File: src/rtl/xbar_pkg.sv
package xbar_pkg;
    localparam int XB_NPORT  = 5;
    localparam int XB_PORT_W = $clog2(XB_NPORT);
    localparam int XB_DEST_W = XB_PORT_W + 1;

    typedef logic [XB_PORT_W-1:0] port_idx_t;

    // port indices fixed by mesh direction
    localparam port_idx_t PORT_TERM  = 3'd0;
    localparam port_idx_t PORT_WEST  = 3'd1;
    localparam port_idx_t PORT_EAST  = 3'd2;
    localparam port_idx_t PORT_NORTH = 3'd3;
    localparam port_idx_t PORT_SOUTH = 3'd4;

    // context of the packet in flight
    typedef struct packed {
        logic      busy;
        port_idx_t port;
        logic      vc;
    } pkt_ctx_t;
endpackage

File: src/rtl/xbar_in_select.sv
module xbar_in_select
    import xbar_pkg::*;
#(
    parameter int DATA_W = 32
) (
    input  logic                          clk,
    input  logic                          rst_n,
    input  port_idx_t                     alloc,
    input  logic [XB_NPORT*DATA_W-1:0]    in_data,
    input  logic [XB_NPORT*XB_DEST_W-1:0] in_dest,
    input  logic [XB_NPORT-1:0]           in_last,
    input  logic [XB_NPORT-1:0]           in_valid,
    output logic [XB_NPORT-1:0]           in_ready,
    input  logic                          sel_ready,
    output logic                          sel_valid,
    output logic [DATA_W-1:0]             sel_data,
    output logic [XB_DEST_W-1:0]          sel_dest,
    output logic                          sel_last
);
    always_comb begin
        sel_valid = 1'b0;
        sel_data  = '0;
        sel_dest  = '0;
        sel_last  = 1'b0;
        for (int i = 0; i < XB_NPORT; i++) begin
            if (alloc == port_idx_t'(i)) begin
                sel_valid = in_valid[i];
                sel_data  = in_data[i*DATA_W +: DATA_W];
                sel_dest  = in_dest[i*XB_DEST_W +: XB_DEST_W];
                sel_last  = in_last[i];
            end
        end
    end

    for (genvar g = 0; g < XB_NPORT; g++) begin : g_rdy
        assign in_ready[g] = (alloc == port_idx_t'(g)) && sel_ready;
    end

    // only the owner may ever be ready
    p_ready_single_r5: assert property (@(posedge clk) disable iff (!rst_n)
        $onehot0(in_ready));
endmodule

File: src/rtl/xbar_head_track.sv
module xbar_head_track
    import xbar_pkg::*;
(
    input  logic      clk,
    input  logic      rst_n,
    input  logic      fire,
    input  logic      last,
    input  port_idx_t head_port,
    input  logic      head_vc,
    output port_idx_t eff_port,
    output logic      eff_vc,
    output logic      busy
);
    pkt_ctx_t ctx_d, ctx_q;

    always_comb begin
        ctx_d = ctx_q;
        if (fire) begin
            if (!ctx_q.busy) begin
                ctx_d.port = head_port;
                ctx_d.vc   = head_vc;
            end
            ctx_d.busy = !last;
        end
    end

    always_ff @(posedge clk or negedge rst_n) begin
        if (!rst_n) ctx_q <= '0;
        else        ctx_q <= ctx_d;
    end

    assign eff_port = ctx_q.busy ? ctx_q.port : head_port;
    assign eff_vc   = ctx_q.busy ? ctx_q.vc   : head_vc;
    assign busy     = ctx_q.busy;

    // a taken non-final word keeps the route for the next word
    p_route_kept_r6: assert property (@(posedge clk) disable iff (!rst_n)
        (fire && !last) |=> (busy && eff_port == $past(eff_port) && eff_vc == $past(eff_vc)));
    // a taken final word ends the packet
    p_packet_end_r9: assert property (@(posedge clk) disable iff (!rst_n)
        (fire && last) |=> !busy);
endmodule

File: src/rtl/xbar_out_steer.sv
module xbar_out_steer
    import xbar_pkg::*;
#(
    parameter int DATA_W = 32
) (
    input  logic                       clk,
    input  logic                       rst_n,
    input  logic                       sel_valid,
    input  logic [DATA_W-1:0]          sel_data,
    input  logic                       sel_last,
    input  port_idx_t                  eff_port,
    input  logic                       eff_vc,
    output logic                       sel_ready,
    output logic [XB_NPORT*DATA_W-1:0] out_data,
    output logic [XB_NPORT-2:0]        out_vc,
    output logic [XB_NPORT-1:0]        out_last,
    output logic [XB_NPORT-1:0]        out_valid,
    input  logic [XB_NPORT-1:0]        out_ready
);
    logic port_ok;
    assign port_ok = (eff_port < port_idx_t'(XB_NPORT));

    for (genvar p = 0; p < XB_NPORT; p++) begin : g_out
        assign out_valid[p]                 = sel_valid && (eff_port == port_idx_t'(p));
        assign out_data[p*DATA_W +: DATA_W] = sel_data;
        assign out_last[p]                  = sel_last;
        if (p > 0) begin : g_vc
            assign out_vc[p-1] = eff_vc;
        end
    end

    always_comb begin
        sel_ready = 1'b1; // unknown port: sink the word
        for (int p = 0; p < XB_NPORT; p++) begin
            if (eff_port == port_idx_t'(p)) sel_ready = out_ready[p];
        end
    end

    p_one_output_r2: assert property (@(posedge clk) disable iff (!rst_n)
        $onehot0(out_valid));
    p_drop_sink_r7: assert property (@(posedge clk) disable iff (!rst_n)
        (sel_valid && !port_ok) |-> (sel_ready && out_valid == '0));
endmodule

File: src/rtl/pkt_xbar5.sv
module pkt_xbar5
    import xbar_pkg::*;
#(
    parameter int DATA_W = 32
) (
    input  logic                          clk,
    input  logic                          rst_n,
    input  logic [XB_PORT_W-1:0]          alloc,
    input  logic [XB_NPORT*DATA_W-1:0]    in_data,
    input  logic [XB_NPORT*XB_DEST_W-1:0] in_dest,
    input  logic [XB_NPORT-1:0]           in_last,
    input  logic [XB_NPORT-1:0]           in_valid,
    output logic [XB_NPORT-1:0]           in_ready,
    output logic [XB_NPORT*DATA_W-1:0]    out_data,
    output logic [XB_NPORT-2:0]           out_vc,
    output logic [XB_NPORT-1:0]           out_last,
    output logic [XB_NPORT-1:0]           out_valid,
    input  logic [XB_NPORT-1:0]           out_ready
);
    logic                 sel_valid, sel_ready, sel_last, fire, busy, eff_vc;
    logic [DATA_W-1:0]    sel_data;
    logic [XB_DEST_W-1:0] sel_dest;
    port_idx_t            eff_port;

    assign fire = sel_valid && sel_ready;

    xbar_in_select #(.DATA_W(DATA_W)) u_sel (
        .clk(clk), .rst_n(rst_n), .alloc(alloc),
        .in_data(in_data), .in_dest(in_dest), .in_last(in_last),
        .in_valid(in_valid), .in_ready(in_ready), .sel_ready(sel_ready),
        .sel_valid(sel_valid), .sel_data(sel_data), .sel_dest(sel_dest),
        .sel_last(sel_last)
    );

    xbar_head_track u_trk (
        .clk(clk), .rst_n(rst_n), .fire(fire), .last(sel_last),
        .head_port(sel_dest[XB_PORT_W-1:0]), .head_vc(sel_dest[XB_DEST_W-1]),
        .eff_port(eff_port), .eff_vc(eff_vc), .busy(busy)
    );

    xbar_out_steer #(.DATA_W(DATA_W)) u_out (
        .clk(clk), .rst_n(rst_n), .sel_valid(sel_valid), .sel_data(sel_data),
        .sel_last(sel_last), .eff_port(eff_port), .eff_vc(eff_vc),
        .sel_ready(sel_ready), .out_data(out_data), .out_vc(out_vc),
        .out_last(out_last), .out_valid(out_valid), .out_ready(out_ready)
    );

    // any output activity must come from the allocated input
    p_valid_source_r5: assert property (@(posedge clk) disable iff (!rst_n)
        (out_valid != '0) |-> (alloc < XB_PORT_W'(XB_NPORT) && in_valid[alloc]));
    p_no_owner_r8: assert property (@(posedge clk) disable iff (!rst_n)
        (alloc >= XB_PORT_W'(XB_NPORT)) |-> (in_ready == '0 && out_valid == '0));
    // arbiter contract: ownership held through a packet
    p_alloc_held_r6: assert property (@(posedge clk) disable iff (!rst_n)
        busy |-> $stable(alloc));
    p_ready_follows_r4: assert property (@(posedge clk) disable iff (!rst_n)
        (alloc < XB_PORT_W'(XB_NPORT) && eff_port < XB_PORT_W'(XB_NPORT))
            |-> (in_ready[alloc] == out_ready[eff_port]));
endmodule

File: config.mk
export PLATFORM = sky130hd
export DESIGN_NAME = pkt_xbar5
export DESIGN_NICKNAME = d
export VERILOG_FILES = /design/src/rtl/xbar_pkg.sv /design/src/rtl/xbar_in_select.sv /design/src/rtl/xbar_head_track.sv /design/src/rtl/xbar_out_steer.sv /design/src/rtl/pkt_xbar5.sv
export SDC_FILE = /design/constraint.sdc
export NUM_CORES = 1
export LEC_CHECK = 0
export BUFFER_PORTS_ARGS = -buffer_cell sky130_fd_sc_hd__buf_2
export CORE_AREA = 8 8 140 142
export DETAILED_ROUTE_END_ITERATION = 6
export DIE_AREA = 0 0 148 150
export MAX_ROUTING_LAYER = met4
export RECOVER_POWER = 25
export SLEW_MARGIN = 10
export SYNTH_ARGS = -nofsm -noshare
export SYNTH_HDL_FRONTEND = slang
export SYNTH_SLANG_ARGS = --single-unit
File: constraint.sdc
create_clock -name clk -period 2.9 [get_ports clk]
set_clock_uncertainty 0.2 [all_clocks]
set_input_delay 0.29 -clock clk [delete_from_list [all_inputs] [get_ports clk]]
set_output_delay 0.29 -clock clk [all_outputs]
set_load 0.01 [all_outputs]
==> results of run 1 <==
==> through the flow <==
stage	worst slack [ns]	total power, mW	utilization (%)	std cells
floorplan	0.1111	1.056	-	292
global placement	0.01407	1.341	23.16	764
detailed placement	0.003918	1.352	23.16	764
CTS	0.01021	1.592	23.69	769
global route	-0.03247	1.692	23.83	770
finish	0.03614	1.591	23.83	770
==> cells in the final DEF, fill, tap and decap left out, types with 3 or more instances in the layout <==
cell type  synthesis  final
buf_4            138     16
buf_6              0      4
clkbuf_1           8     41
nor2_1             7      7
inv_1              3      3
mux2_2             4      4
mux2i_1            9      8
mux4_2            35     35
nand2_1            3      3
a22o_1            34     34
nor4_1             3      3
clkbuf_16          0      3
dfrtp_1            5      5
buf_2              2    335
==> power groups by stage <==
stage	clock, mW	sequential, mW	combinational (mW)
final	0.223	0.142	1.23
after global placement	0	0.136	1.21
after detailed placement	0	0.138	1.21
after global routing	0.232	0.147	1.31
after floorplan	0	0.115	0.941
after CTS	0.225	0.139	1.23
==> layout make-up <==
cell class                 instances  area (um^2)
fill                            1934        13360
timing repair buffer             399         2032
multi-input combinational        129         1640
tap                              229        286.5
sequential                         5        125.1
clock buffer                       4        78.83
inverter                           4        15.01
==> how the worst max path moves through the flow <==
stage / end / depth (start not counted) / start / slack [ns]
after floorplan: in_ready[0] / 7 / alloc[0] / 0.11
after global placement: in_ready[2] / 9 / alloc[1] / 0.01
after detailed placement: in_ready[2] / 9 / alloc[1] / 0.004
after CTS: in_ready[2] / 8 / alloc[1] / 0.01
after global routing: in_ready[1] / 9 / alloc[1] / -0.03
final: in_ready[1] / 9 / alloc[1] / 0.04
==> repair_timing <==
| action | 4_1_cts | 5_1_grt |
|---|---|---|
| hold endpoints to repair | 5 | 0 |
| resized for setup | 1 | 17 |
| setup buffers | 0 | 1 |
| setup endpoints to repair | 1 | 4 |
| hold buffers | 1 | 0 |
| pin swaps | 0 | 8 |
==> cells by family after synthesis <==
family	count (synthesis)	share of synthesized area [%]
compound gates	47	13.79
buf+inv	158	39.35
simple gates	33	9.284
flops	5	4.421
mux	49	33.16
==> registers in the layout, summed over array words and instances, names as in the netlist <==
register,count
u_trk.ctx_q,4
u_trk.busy,1
==> cell usage after synthesis, types with 2 or more instances <==
master and instances:
buf_1 6, nor2_1 7, nor3b_2 2, mux4_2 35, nand2_1 3, nor3_2 2, mux2i_1 9, nand3_1 2
a31oi_1 3, nor4b_1 2, buf_4 138, mux2_2 4, a21boi_0 2, a22o_1 34, nor4_1 3, dfrtp_1 5
a32o_1 2, buf_2 2, nor4b_4 2, inv_1 3, o22ai_1 2, clkbuf_1 8, or2_2 2
==> per-layer routing <==
layer | up-vias | track usage [%] | routed length, um | part of all wire [%]
met5 | - | - | 0 | 0
met4 | 0 | 2.856 | 276 | 1.9
met3 | 14 | 2.389 | 1516 | 10
met2 | 236 | 20.41 | 7343 | 50
met1 | 1555 | 13.85 | 5435 | 37
li1 | 1457 | - | - | -
==> flow_metrics.env, run 1 <==
export IMPL_ys_seq_elements=5
export IMPL_grt_pass1_vias=3429
export IMPL_cts_max_level=1
export IMPL_dpl_cell_area_um2=4061
export IMPL_die_h_um=150
export IMPL_power_switching_uw=719.1
export IMPL_hold_slack_ns=0.2820
export IMPL_crit_slowest_cell="or4_4"
export IMPL_required_ns=2.41
export IMPL_setup_viol=0
export IMPL_syn_avg_cell_area_um2=9.693
export IMPL_path_delay_family="simple AND/OR/NAND/NOR gates"
export IMPL_syn_instance_count=292
export IMPL_rsz0062_at_grt="yes"
export IMPL_ys_types=37
export IMPL_die_area_um2=22200
export IMPL_ant_nets=0
export IMPL_synthTopCellsByArea="buf_4 (37%), mux4_2 (28%), a22o_1 (11%)"
export IMPL_antenna_found_initial=0
export IMPL_synth_top_area_share_pct=36.60
export IMPL_core_area_um2=17530
export IMPL_drt_iter0_markers=175
export IMPL_viasPerCell=4.236
export IMPL_pin_count=379
export IMPL_ys_seq_area_share_pct=4.421
export IMPL_synth_edf_count=0
export IMPL_yosys_warnings=0
export IMPL_grtUsageTotal_pct=11.83
export IMPL_synth_top_area_cell="buf_4"
export IMPL_antenna_diode_count=0
export IMPL_powerDensity_nw_per_um2=380.7
export IMPL_endpoint_kind="primary output"
export IMPL_port_buffers=378
export IMPL_finalSetupTns_ns=0
export IMPL_period_share_pct=98.75
export IMPL_dominantRegCellSynth="dfrtp_1"
export IMPL_worstPathMaxFanout=8
export IMPL_vias=3262
export IMPL_synthArstFlopShare_pct=100.0
export IMPL_r2r_end="u_trk.ctx_q[2]"
export IMPL_crit_path_max_incr_delay_ns=0.58
export IMPL_pwr_share_seq_pct=8.9
export IMPL_drv_cap=0
export IMPL_wl_um=14570
export IMPL_drc=0
export IMPL_postLayoutCellArea_um2=4178
export IMPL_crit_path_cell_trace="buf_12, or3b_4, nor2_2, a31oi_2, mux2_4, nor3b_4, or4_4, nor3b_2, buf_2"
export IMPL_synthesis_nets=492
export IMPL_path_clk_slew_ns=0.03
export IMPL_die_w_um=148
export IMPL_worstSetupPathType="in -> out"
export IMPL_clockBufferDepth=2
export IMPL_fmax_ghz=0.3492
export IMPL_numCtsBuffers=3
export IMPL_startpoint_type="input port"
export IMPL_gp_congestion=0.8089
export IMPL_relSlewSlack_pct=67.76
export IMPL_p_comb_share_pct=77.0
export IMPL_leakagePower_nw=2.268
export IMPL_root_buffer="clkbuf_16"
export IMPL_drive_gt1_share_pct=77.82
export IMPL_worstRegToRegCells=6
export IMPL_cp_data_arrival_time_ns=2.37
export IMPL_grt_max_degree=37
export IMPL_swShare_pct=45.21
export IMPL_cts_sinks=5
export IMPL_post_drt_wl_per_cell_um=18.92
export IMPL_critical_path_buf_inv_count=2
export IMPL_ff2ff_setup_slack_ns=0.51
export IMPL_grt_pass1_wl_um=20280
export IMPL_grt_overflow_total=0
export IMPL_hpwl_um=13050
export IMPL_clk_latency_ns=0.22
export IMPL_nets=742
export IMPL_syn_cell_area_um2=2830
export IMPL_cts_tree="built"
export IMPL_hold_class="in -> async"
export IMPL_floorplan_initialDensity_pct=16.14
export IMPL_tightest_slew_ns=0.4837
export IMPL_p_clk_share_pct=14.0
export IMPL_status="complete, no violations"
export IMPL_r2r_start="u_trk.busy"
export IMPL_drtPass1Iterations=4
export IMPL_drv_slew=0
export IMPL_num_rows=49
export IMPL_internal_power_uw=871.5
export IMPL_vdd_drop_max_v=0.0003964
export IMPL_min_period_ns=2.864
export IMPL_area_delta_synth_final_pct=47.61
export IMPL_hold_viol_final=0
Power figures use the tool's default switching activity.
==> run 2, diff against run 1 <==
==> constraint.sdc (replaced) <==
create_clock -name clk -period 2.9 [get_ports clk]
set_clock_uncertainty 0.2 [all_clocks]
set_input_delay 0.145 -clock clk [delete_from_list [all_inputs] [get_ports clk]]
set_output_delay 0.145 -clock clk [all_outputs]
set_load 0.01 [all_outputs]
==> flow_metrics.env, run 2 (same netlist as run 1, synthesis figures left out) <==
export IMPL_startpoint_type="input port"
export IMPL_ant_nets=0
export IMPL_powerDensity_nw_per_um2=376.8
export IMPL_drv_cap=0
export IMPL_drv_slew=0
export IMPL_crit_start="alloc[2]"
export IMPL_cts_max_level=1
export IMPL_fillers=1946
export IMPL_numCtsBuffers=3
export IMPL_crit_path_max_incr_delay_ns=0.54
export IMPL_drtPass1Iterations=4
export IMPL_port_buffers=378
export IMPL_final_common_cell="buf_2"
export IMPL_hold_class="in -> async"
export IMPL_antenna_diode_count=0
export IMPL_worst_slack_ns=0.1318
export IMPL_grt_max_degree=37
export IMPL_leakagePower_nw=2.206
export IMPL_relSlewSlack_pct=40.34
export IMPL_die_w_um=148
export IMPL_viasPerCell=4.250
export IMPL_crit_path_cell_trace="buf_2, or2_2, a32o_1, o22ai_1, mux2i_1, nor3b_4, or4_4, nor3b_2, buf_2"
export IMPL_p_total_mw=1.514
export IMPL_die_area_um2=22200
export IMPL_postLayoutCellArea_um2=4018
export IMPL_area_delta_synth_final_pct=41.95
export IMPL_path_clk_slew_ns=0.03
export IMPL_final_cell_mix="buf_2 (343), clkbuf_1 (36), mux4_2 (35)"
export IMPL_pre_cts_slack_ns=0.1570
export IMPL_hold_viol_final=0
export IMPL_period_share_pct=95.45
export IMPL_grt_overflow_total=0
export IMPL_vias=3226
export IMPL_r2r_end="u_trk.ctx_q[2]"
export IMPL_seq_area_um2=125.1
export IMPL_drc=0
export IMPL_num_rows=49
export IMPL_vdd_drop_max_v=0.0003110
export IMPL_nets=731
export IMPL_cts_resized=0
export IMPL_largest_register="u_trk.ctx_q"
export IMPL_core_area_um2=17530
export IMPL_status="complete, no violations"
export IMPL_place_inst=754
export IMPL_clk_latency_ns=0.23
export IMPL_worstSetupPathType="in -> out"
export IMPL_final_util_pct=22.91
export IMPL_setup_viol=0
export IMPL_rsz0062_at_grt="no"
export IMPL_crit_path_frequent_cell="buf_2"
export IMPL_multiInputGateArea_um2=1592
export IMPL_hpwl_um=12900
export IMPL_antenna_found_initial=0
export IMPL_largest_reg_flops=4
export IMPL_drt_iter0_markers=128
export IMPL_finalSetupTns_ns=0
export IMPL_hold_slack_ns=0.1225
export IMPL_gp_congestion=0.8002
export IMPL_cts_tree="built"
export IMPL_cts_sinks=5
export IMPL_grtUsageTotal_pct=11.94
export IMPL_crit_slowest_cell="or4_4"
export IMPL_fmax_ghz=0.3613
export IMPL_die_h_um=150
export IMPL_ff2ff_setup_slack_ns=0.63
export IMPL_drive_gt1_share_pct=77.36
export IMPL_grt_pass1_vias=3455
export IMPL_worstPathMaxFanout=8
export IMPL_tightest_slew_ns=0.8949
export IMPL_root_buffer="clkbuf_16"
export IMPL_clockBufferDepth=2
export IMPL_dpl_cell_area_um2=3986
export IMPL_pin_count=379
export IMPL_crit_end="in_ready[2]"
export IMPL_floorplan_initialDensity_pct=16.14
export IMPL_worstRegToRegCells=5
export IMPL_endpoint_kind="primary output"
export IMPL_min_period_ns=2.768
export IMPL_required_ns=2.56
export IMPL_postCtsSetupBuffers=0
export IMPL_cp_data_arrival_time_ns=2.42
export IMPL_post_drt_wl_per_cell_um=18.96
export IMPL_r2r_start="u_trk.busy"
export IMPL_wl_um=14390
export IMPL_grt_pass1_wl_um=20360
export IMPL_fin_cells=759
==> run 2: cell count changes in the layout (fill, tap and decap cells not counted), sizes merged <==
cell	previous run	this run
buf	356	349
clkbuf	46	42
==> run 2: repair_timing <==
item / in CTS / in global routing
setup endpoints to repair: 0 / 0
hold endpoints to repair: 5 / 0
hold buffers: 1 / 0
==> run 2: worst min path at each step <==
stage,start,endpoint,slack (ns)
6_report,rst_n,u_trk.ctx_q[1],0.12
5_1_grt,rst_n,u_trk.ctx_q[1],0.14
4_1_cts,rst_n,u_trk.ctx_q[1],0.08
3_5_place_dp,rst_n,u_trk.busy,-0.23
3_3_place_gp,rst_n,u_trk.busy,-0.23
2_1_floorplan,rst_n,u_trk.busy,-0.35
==> run 2: cell type report <==
cell class	count	area share, %
Tap cell	229	7.132
Inverter	4	0.3737
Timing Repair Buffer	388	47.80
Clock buffer	4	1.962
Sequential cell	5	3.114
Multi-Input combinational cell	129	39.61
==> run 2: metal layers <==
metal / routed length [um] / global-route usage, %
met1: 5710 / 13.80
met2: 7216 / 20.64
met3: 1247 / 2.661
met4: 216 / 2.856
met5: 0 / -
==> run 2: where the power goes <==
part | switching, mW | leakage (nW) | internal, mW | total [mW]
clock | 0.0485 | 0.0382 | 0.182 | 0.231
sequential | 0.0335 | 0.0602 | 0.104 | 0.137
combinational | 0.618 | 2.11 | 0.527 | 1.15
==> run 2: worst max-delay path, delay by kind of cell <==
| kind | cells | cell delay (ns) |
|---|---|---|
| AOI/OAI and AO/OA | 2 | 0.53 |
| buffers and inverters | 2 | 0.29 |
| muxes | 1 | 0.34 |
| and+or+nand+nor | 4 | 1.13 |
